File: src/rtl/dp_alu_pkg.sv
package dp_alu_pkg;

  typedef enum logic [3:0] {
    OP_AND = 4'd0,  OP_EOR = 4'd1,  OP_SUB = 4'd2,  OP_RSB = 4'd3,
    OP_ADD = 4'd4,  OP_ADC = 4'd5,  OP_SBC = 4'd6,  OP_RSC = 4'd7,
    OP_TST = 4'd8,  OP_TEQ = 4'd9,  OP_CMP = 4'd10, OP_CMN = 4'd11,
    OP_ORR = 4'd12, OP_MOV = 4'd13, OP_BIC = 4'd14, OP_MVN = 4'd15
  } alu_op_e;

  typedef enum logic [1:0] {
    CIN_ZERO = 2'd0,
    CIN_ONE  = 2'd1,
    CIN_FLAG = 2'd2
  } cin_sel_e;

  typedef enum logic [2:0] {
    LG_AND  = 3'd0,
    LG_XOR  = 3'd1,
    LG_OR   = 3'd2,
    LG_PASS = 3'd3,
    LG_BIC  = 3'd4,
    LG_NOT  = 3'd5
  } lg_op_e;

  typedef struct packed {
    logic     arith;
    logic     wr;
    logic     swap;
    logic     inv_b;
    cin_sel_e cin;
    lg_op_e   lop;
  } alu_ctrl_t;

  localparam int FLAG_N = 3;
  localparam int FLAG_Z = 2;
  localparam int FLAG_C = 1;
  localparam int FLAG_V = 0;

endpackage

File: src/rtl/dp_alu_dec.sv
module dp_alu_dec
  import dp_alu_pkg::*;
(
  input  logic [3:0] op_i,
  output alu_ctrl_t  ctrl_o
);

  always_comb begin
    ctrl_o       = '0;
    ctrl_o.wr    = 1'b1;
    ctrl_o.cin   = CIN_ZERO;
    ctrl_o.lop   = LG_PASS;
    unique case (alu_op_e'(op_i))
      OP_AND: ctrl_o.lop = LG_AND;
      OP_EOR: ctrl_o.lop = LG_XOR;
      OP_ORR: ctrl_o.lop = LG_OR;
      OP_MOV: ctrl_o.lop = LG_PASS;
      OP_BIC: ctrl_o.lop = LG_BIC;
      OP_MVN: ctrl_o.lop = LG_NOT;
      OP_TST: begin ctrl_o.lop = LG_AND; ctrl_o.wr = 1'b0; end
      OP_TEQ: begin ctrl_o.lop = LG_XOR; ctrl_o.wr = 1'b0; end
      OP_ADD: ctrl_o.arith = 1'b1;
      OP_ADC: begin ctrl_o.arith = 1'b1; ctrl_o.cin = CIN_FLAG; end
      OP_SUB: begin ctrl_o.arith = 1'b1; ctrl_o.inv_b = 1'b1; ctrl_o.cin = CIN_ONE; end
      OP_SBC: begin ctrl_o.arith = 1'b1; ctrl_o.inv_b = 1'b1; ctrl_o.cin = CIN_FLAG; end
      OP_RSB: begin
        ctrl_o.arith = 1'b1; ctrl_o.swap = 1'b1; ctrl_o.inv_b = 1'b1; ctrl_o.cin = CIN_ONE;
      end
      OP_RSC: begin
        ctrl_o.arith = 1'b1; ctrl_o.swap = 1'b1; ctrl_o.inv_b = 1'b1; ctrl_o.cin = CIN_FLAG;
      end
      OP_CMP: begin
        ctrl_o.arith = 1'b1; ctrl_o.inv_b = 1'b1; ctrl_o.cin = CIN_ONE; ctrl_o.wr = 1'b0;
      end
      OP_CMN: begin ctrl_o.arith = 1'b1; ctrl_o.wr = 1'b0; end
      default: ctrl_o.lop = LG_PASS;
    endcase
  end

endmodule

File: src/rtl/dp_alu_add.sv
module dp_alu_add
  import dp_alu_pkg::*;
#(
  parameter int W = 32
) (
  input  logic [W-1:0] a_i,
  input  logic [W-1:0] b_i,
  input  logic         swap_i,
  input  logic         inv_b_i,
  input  cin_sel_e     cin_sel_i,
  input  logic         cflag_i,
  output logic [W-1:0] sum_o,
  output logic         cout_o,
  output logic         ovf_o
);

  logic [W-1:0] x, y;
  logic         cin;
  logic [W:0]   full;
  logic         c_into_msb;

  always_comb begin
    x = swap_i ? b_i : a_i;
    y = swap_i ? a_i : b_i;
    if (inv_b_i) y = ~y;
    unique case (cin_sel_i)
      CIN_ONE:  cin = 1'b1;
      CIN_FLAG: cin = cflag_i;
      default:  cin = 1'b0;
    endcase
    full       = {1'b0, x} + {1'b0, y} + {{W{1'b0}}, cin};
    sum_o      = full[W-1:0];
    cout_o     = full[W];
    c_into_msb = full[W-1] ^ x[W-1] ^ y[W-1];
    ovf_o      = c_into_msb ^ full[W];
  end

endmodule

File: src/rtl/dp_alu_logic.sv
module dp_alu_logic
  import dp_alu_pkg::*;
#(
  parameter int W = 32
) (
  input  logic [W-1:0] a_i,
  input  logic [W-1:0] b_i,
  input  lg_op_e       lop_i,
  output logic [W-1:0] res_o
);

  always_comb begin
    unique case (lop_i)
      LG_AND:  res_o = a_i & b_i;
      LG_XOR:  res_o = a_i ^ b_i;
      LG_OR:   res_o = a_i | b_i;
      LG_BIC:  res_o = a_i & ~b_i;
      LG_NOT:  res_o = ~b_i;
      default: res_o = b_i;
    endcase
  end

endmodule

File: src/rtl/dp_alu.sv
module dp_alu
  import dp_alu_pkg::*;
#(
  parameter int W = 32
) (
  input  logic         clk,
  input  logic         rst,
  input  logic [3:0]   op_i,
  input  logic [W-1:0] opa_i,
  input  logic [W-1:0] opb_i,
  input  logic         sh_carry_i,
  input  logic [3:0]   flags_i,
  input  logic         set_flags_i,
  output logic [W-1:0] result_o,
  output logic         wr_en_o,
  output logic [3:0]   flags_o
);

  localparam int MSB = W - 1;

  alu_ctrl_t    ctrl;
  logic [W-1:0] sum, lres, value;
  logic         cout, ovf;
  logic [3:0]   next_flags;

  dp_alu_dec u_dec (
    .op_i   (op_i),
    .ctrl_o (ctrl)
  );

  dp_alu_add #(.W(W)) u_add (
    .a_i       (opa_i),
    .b_i       (opb_i),
    .swap_i    (ctrl.swap),
    .inv_b_i   (ctrl.inv_b),
    .cin_sel_i (ctrl.cin),
    .cflag_i   (flags_i[FLAG_C]),
    .sum_o     (sum),
    .cout_o    (cout),
    .ovf_o     (ovf)
  );

  dp_alu_logic #(.W(W)) u_logic (
    .a_i   (opa_i),
    .b_i   (opb_i),
    .lop_i (ctrl.lop),
    .res_o (lres)
  );

  always_comb begin
    value = ctrl.arith ? sum : lres;
    if (set_flags_i) begin
      next_flags[FLAG_N] = value[MSB];
      next_flags[FLAG_Z] = (value == '0);
      next_flags[FLAG_C] = ctrl.arith ? cout : sh_carry_i;
      next_flags[FLAG_V] = ctrl.arith ? ovf : flags_i[FLAG_V];
    end else begin
      next_flags = flags_i;
    end
  end

  always_ff @(posedge clk) begin
    if (rst) begin
      result_o <= '0;
      wr_en_o  <= 1'b0;
      flags_o  <= '0;
    end else begin
      result_o <= value;
      wr_en_o  <= ctrl.wr;
      flags_o  <= next_flags;
    end
  end

  // compare/test codes (binary 10xx) never request a write
  p_cmp_no_write_r4: assert property (@(posedge clk) disable iff (rst)
    (op_i[3:2] == 2'b10) |=> !wr_en_o);

  // flags pass through when updating is not enabled
  p_flags_hold_r5: assert property (@(posedge clk) disable iff (rst)
    !set_flags_i |=> (flags_o == $past(flags_i)));

  // Z and N agree with a written result
  p_zero_flag_r6: assert property (@(posedge clk) disable iff (rst)
    (set_flags_i && op_i[3:2] != 2'b10) |=> (flags_o[FLAG_Z] == (result_o == '0)));
  p_neg_flag_r6: assert property (@(posedge clk) disable iff (rst)
    (set_flags_i && op_i[3:2] != 2'b10) |=> (flags_o[FLAG_N] == result_o[MSB]));

  // logical-class operations take C from the shifter and keep V
  p_logic_cv_r8: assert property (@(posedge clk) disable iff (rst)
    (set_flags_i && (op_i inside {4'd0, 4'd1, 4'd8, 4'd9, 4'd12, 4'd13, 4'd14, 4'd15}))
    |=> (flags_o[FLAG_C] == $past(sh_carry_i) && flags_o[FLAG_V] == $past(flags_i[FLAG_V])));

  // reset clears everything
  p_reset_clear_r10: assert property (@(posedge clk)
    rst |=> (result_o == '0 && !wr_en_o && flags_o == '0));

endmodule

File: config.mk
export PLATFORM = sky130hd
export DESIGN_NAME = dp_alu
export DESIGN_NICKNAME = d
export VERILOG_FILES = /design/src/rtl/dp_alu_pkg.sv /design/src/rtl/dp_alu_dec.sv /design/src/rtl/dp_alu_add.sv /design/src/rtl/dp_alu_logic.sv /design/src/rtl/dp_alu.sv
export SDC_FILE = /design/constraint.sdc
export NUM_CORES = 1
export LEC_CHECK = 0
export ABC_AREA = 1
export ABC_CLOCK_PERIOD_IN_PS = 4000
export BUFFER_PORTS_ARGS = -buffer_cell sky130_fd_sc_hd__buf_4
export CAP_MARGIN = 0
export CORE_AREA = 2 2 115 117
export DETAILED_ROUTE_END_ITERATION = 16
export DIE_AREA = 0 0 117 119
export PLACE_DENSITY = 0.89
export SETUP_SLACK_MARGIN = 0.05
export SLEW_MARGIN = 20
export SYNTH_ARGS = -nofsm -noshare
export SYNTH_HDL_FRONTEND = slang
export SYNTH_SLANG_ARGS = --single-unit
export TNS_END_PERCENT = 30
File: constraint.sdc
create_clock -name clk -period 4 [get_ports clk]
set_clock_uncertainty 0.15 [all_clocks]
set_input_delay 0.2 -clock clk [delete_from_list [all_inputs] [get_ports clk]]
set_output_delay 0.2 -clock clk [all_outputs]
set_load 0.005 [all_outputs]
# Word-level counts from Yosys, hierarchy flattened
# Index checks and enable logic that the tools add are counted.
op_classes:
  add_sub_neg: 2
  n_eq_ne: 20
  n_mux: 15
  bitwise: 9
  n_reduce_logical: 11
ops:
  columns: ["op", "n"]
  rows:
  - ["$pmux W32 S5", 1]
  - ["$mux W32", 4]
  - ["$and A32 B32 Y32", 2]
  - ["$not A32 Y32", 2]
  - ["$add A32 B32 Y33", 1]
  - ["$add A33 B1 Y33", 1]
  - ["$logic_not A32 Y1", 1]
  - ["$or A32 B32 Y32", 1]
  - ["$xor A32 B32 Y32", 1]
  - ["$eq A4 B4 Y1 const B", 7]
  - ["$eq A4 B3 Y1 const B", 4]
  - ["$pmux W3 S5", 1]
  - ["$eq A4 B2 Y1 const B", 2]
  - ["$reduce_or A8 Y1", 1]
  - ["$eq A3 B3 Y1 const B", 2]
  - ["$mux W1", 6]
  - ["$reduce_or A2 Y1", 3]
  - ["$reduce_or A3 Y1", 2]
  - ["$reduce_or A5 Y1", 1]
  - ["$eq A4 B1 Y1 const B", 1]
  - ["$logic_not A4 Y1", 1]
  - ["$mux W4", 1]
  - ["$pmux W2 S2", 1]
  - ["$reduce_or A4 Y1", 1]
  - ["7 further kinds", 9]
totals:
  reg_bits: 37
  in_bits: 76
  output_inout_bits: 37
  elab_cells: 60

# Logic depth before layout (Yosys ltp)
logic_depth:
  depth_word: 13
  mapped_depth: 27
  depth_no_buf: 25

# By module
# A second synthesis with hierarchy kept.
hier_totals:
  hier_cells: 1391
  area_unflattened_um2: 7672.4
modules_own_cells:
  columns: ["mod", "n_inst", "cells_each", "area_each_um2", "seq_area_each_um2"]
  rows:
  - ["dp_alu_add", 1, 581, 3253.1, 0.0]
  - ["dp_alu_logic", 1, 518, 2628.8, 0.0]
  - ["dp_alu", 1, 272, 1705.4, 740.7]
  - ["dp_alu_dec", 1, 20, 85.1, 0.0]

# Worst setup path after synthesis
# No wires, ideal clock.
synth_timing:
  path_type: "input -> register"
  start: "in op_i[0]"
  end: "reg flags_o[2]"
  setup_ns: 0.070
  arrival_time_ns: 3.485
  required_ns: 3.780
  path_slack_ns: 0.295
  stages: 25
  n_path_buf: 2
  cell_sequence: "nand2_1 > nor2_2 > buf_2 > clkbuf_1 > o21ai_0 > ha_1 > a21oi_1 > nor2_1 > fa_1 > fa_1 > nand3_1 > nand3_1 > nand2_1 > nand2_1 > nand2_1 > nand2_1 > nand2_1 > nand3_1 > nand3_1 > nand2_1 > nor2_1 > nand2_1 > nor2_1 > nand3_1 > a21oi_1"
synth_via:
  elab_chain_len: 11
  elab_cells_between_ends: 45
  classes_between: "2 x add/sub; 20 x eq/ne; 12 x mux; 1 x bitwise; 10 x reduce/logical"
synth_rtl:
  columns: ["item", "line", "rtl"]
  rows:
  - ["start, declared", "dp_alu.sv:8", "input logic [3:0] op_i,"]
  - ["$eq A4 B2 Y1 / $eq A4 B3 Y1 (equally long branches)", "dp_alu_dec.sv:13", "unique case (alu_op_e'(op_i))"]
  - ["$reduce_or A2 Y1 (no source line)", null, null]
  - ["$mux W1", "dp_alu_dec.sv:13", null]
  - ["$mux W32", "dp_alu_add.sv:24", "y = swap_i ? a_i : b_i;"]
  - ["$not A32 Y32", "dp_alu_add.sv:25", "if (inv_b_i) y = ~y;"]
  - ["$mux W32", "dp_alu_add.sv:25", null]
  - ["$add A32 B32 Y33", "dp_alu_add.sv:31", "full = {1'b0, x} + {1'b0, y} + {{W{1'b0}}, cin};"]
  - ["$add A33 B1 Y33", "dp_alu_add.sv:31", null]
  - ["$mux W32 *", "dp_alu.sv:51", "value = ctrl.arith ? sum : lres;"]
  - ["$logic_not A32 Y1 *", "dp_alu.sv:54", "next_flags[FLAG_Z] = (value == '0);"]
  - ["$mux W4 *", "dp_alu.sv:52", "if (set_flags_i) begin"]
  - ["end signal, assigned", "dp_alu.sv:70", "flags_o <= next_flags;"]
  - ["end, declared", "dp_alu.sv:16", "output logic [3:0] flags_o"]
# Mark *: on every way between the ends. The rest lies on a longest branch, timed or not.
# A chain may end at the register's enable or synchronous reset.

# Final worst setup path
# Ends and elaborated chain as after synthesis.

==> key figures <==
Status
  • Status: completed

Yosys
  • Leading area contributor after synthesis: nand2_1
  • Synth Cell Area: 6920 um2
  • Main flop type after synthesis: dfxtp_1
  • Sequential area share after synthesis: 10.7%
  • Largest cells by area after synthesis: nand2_1 23%, ha_1 12%, inv_1 11%, dfxtp_1 11%, o21ai_0 8.7%
  • Synth unique cells: 39
  • Synth async-reset ratio: 0%
  • Synth Warn #: 0
  • Syn avg cell area: 5.36 um2
  • Top post-synthesis cells by count: 420 x nand2_1, 199 x inv_1, 120 x o21ai_0
  • Most numerous cell in the Yosys netlist: nand2_1
  • Post-Syn Nets: 1,434
  • EDFF count, synth: 0
  • Syn Inst Count: 1,291
  • #FFs+latches synth: 37
  • Area share of the largest cell type after synthesis: 22.8%

Worst setup path
  • CP max FO: 29
  • CP endpoint kind: flip-flop
  • Worst-path cell chain: buf_4 -> nand2_1 -> nor2_4 -> buf_4 -> o21ai_4 -> buf_12 -> buf_12 -> xor2_1 -> ha_1 -> nand2_1 -> nor2_1 -> inv_1 -> nor2_1 -> nand4_1 -> nand3_1 -> nand2_1 -> nand3_1 -> nand2_1 -> nor2_1 -> nand3_1 -> nor2_1 -> nand3_1 -> a21oi_1
  • Max stage delay on crit path: 430 ps
  • CP startpoint kind: input pin
  • WP buf/inv: 5
  • Slowest-stage cell, CP: ha_1
  • CP delay by family, top: simple AND/OR/NAND/NOR gates
  • Arr. time, crit path: 3680 ps
  • Worst path required time: 4090 ps
  • Kind of critical path: input pin to flip-flop

Floorplanning
  • Die area: 13,900 um2
  • # rows: 42
  • I/O pins: 113
  • Core area: 12,900 um2
  • Die width: 117 um
  • Starting density of the core: 53.8%
  • Chip height: 119 um

Timing
  • Final Max Slew Viols: 0
  • Max_slew headroom: 32.8%
  • Setup ws final: 411 ps
  • Minimum clock period: 3590 ps
  • Slew @ Worst Pin: 1010 ps
  • Fin. Hold Viols: 0
  • Fin crit share: 89.7%
  • RSZ-0062 raised after global routing: no
  • Setup_tns: 0 ps
  • Fmax: 0.279 GHz
  • Setup violators final: 0

Clock network
  • Clk sink count: 37
  • CTS tree: built
  • CTS root buffer: clkbuf_16
  • Clock transition at the registers of the reported paths: 80 ps
  • Total CTS buffers: 5
  • H-tree depth: 2
  • CTS Buffer Depth: 2

Pwr
  • Power, Total: 2.49 mW
  • Pleak: 4.40 nW
  • Worst vdd rail ir drop: 0.192 mV
  • PwrDens: 304 nW/um2

Placement
  • Dpl ws: 151 ps
  • GP Congestion: 1.04
  • Hpwl dp: 19,900 um
  • PortBufs: 112

Routing
  • Routed wire length: 25,900 um
  • Vias per cell: 5.71
  • TritonRoute pass-1 iters: 6
  • Starting DRT DRC Count: 1,029
  • Via count: 8,899
  • Wirelength per Cell: 16.6 um
  • Routed Antenna Nets: 0
  • DRC: 0

Finish
  • Layout Nets: 1,525
  • Synth-to-Final Area Change: 18.0%
  • ANT cells: 0
  • Share of layout cells above drive strength 1: 11.6%
  • Final core utilization: 63.4%

GRT
  • First-pass GRT wire length: 40,600 um
  • Initial antenna violation count: 0
  • Vias in the first global route: 8,064
  • Largest net degree at the start of global routing: 65
  • GRT Resource Usage Total: 37.3%
  • GRT Residual Overflow: 0

Hold path
  • HP Class: input pin to flip-flop

Run
  • MaxCap Viol Count: 0
==> area by class of cell <==
| cell class | instances | area [um2] |
|---|---|---|
| clock buffer | 5 | 125 |
| clock inverter | 3 | 46.3 |
| fill | 1281 | 4710 |
| inverter | 205 | 771 |
| multi-input combinational | 1004 | 5230 |
| sequential | 37 | 741 |
| tap | 176 | 220 |
| timing repair buffer | 129 | 1030 |
==> power breakdown <==
group / switching, mW / total [mW] / internal (mW)
registers: 0.0155 / 0.440 / 0.425
logic: 0.986 / 1.54 / 0.558
clock network: 0.205 / 0.501 / 0.296
total: 1.21 / 2.49 / 1.28
==> per-layer routing <==
metal  vias to the layer above  routed length [um]  global-route usage, %
li1                       4307                   -                      -
met1                      3945               10500                   47.7
met2                       536               11600                   59.3
met3                       111                2560                   7.43
met4                         0                1320                   18.2
met5                         -                   0                      0
==> cell usage in the layout (no fill, tap or decap), types with 2 or more instances in the layout <==
cell,instances
inv_1,199
buf_12,3
or2_2,3
o211ai_1,10
nand3b_1,9
o21bai_1,5
o21ai_0,120
a21oi_1,98
buf_4,123
dfxtp_1,37
a21o_1,3
a31oi_1,13
nand2_4,2
nor2_1,92
inv_2,5
nand2_2,3
nor2_2,2
xor2_1,32
ha_1,65
xnor2_1,3
nand3_1,81
nand2_1,420
and2_1,2
nor3_1,10
nor2_4,6
nand4_1,14
clkbuf_16,5
o2111ai_1,2
==> what timing repair did <==
action                                  4_1_cts  5_1_grt
hold buffers                                  1        0
endpoints found under the hold margin         1        0
gates resized for setup                       0        2
endpoints found under the setup margin        0        1
buffers inserted                              0        0
==> cells by family after synthesis <==
| family | count (synthesis) | share of synthesized area, % |
|---|---|---|
| simple gates | 645 | 38.7 |
| flops | 37 | 10.7 |
| xor+xnor | 35 | 4.43 |
| fa+ha+maj | 67 | 12.3 |
| buf+inv | 250 | 14.1 |
| compound gates | 257 | 19.8 |
==> metrics by stage <==
step           area, um2  hold slack [ps]  instances
3_3_place_gp        7950              274       1549
2_1_floorplan       6920              146       1291
3_5_place_dp        7950              274       1549
4_1_cts             8130             12.4       1558
5_1_grt             8160             24.4       1559
6_report            8160             15.7       1559
==> sequential cells by signal, indices dropped and copies added, names as in the netlist <==
register and count:
wr_en_o 1, result_o 32, flags_o 4
==> path summary, 6_finish.rpt <==
check / cells past startpoint / start / to
max: 23 / op_i[0] / flags_o[2]$_SDFF_PP0_
min: 2 / op_i[3] / wr_en_o$_SDFF_PP0_
Note: power is estimated with default switching activity, not from simulation.
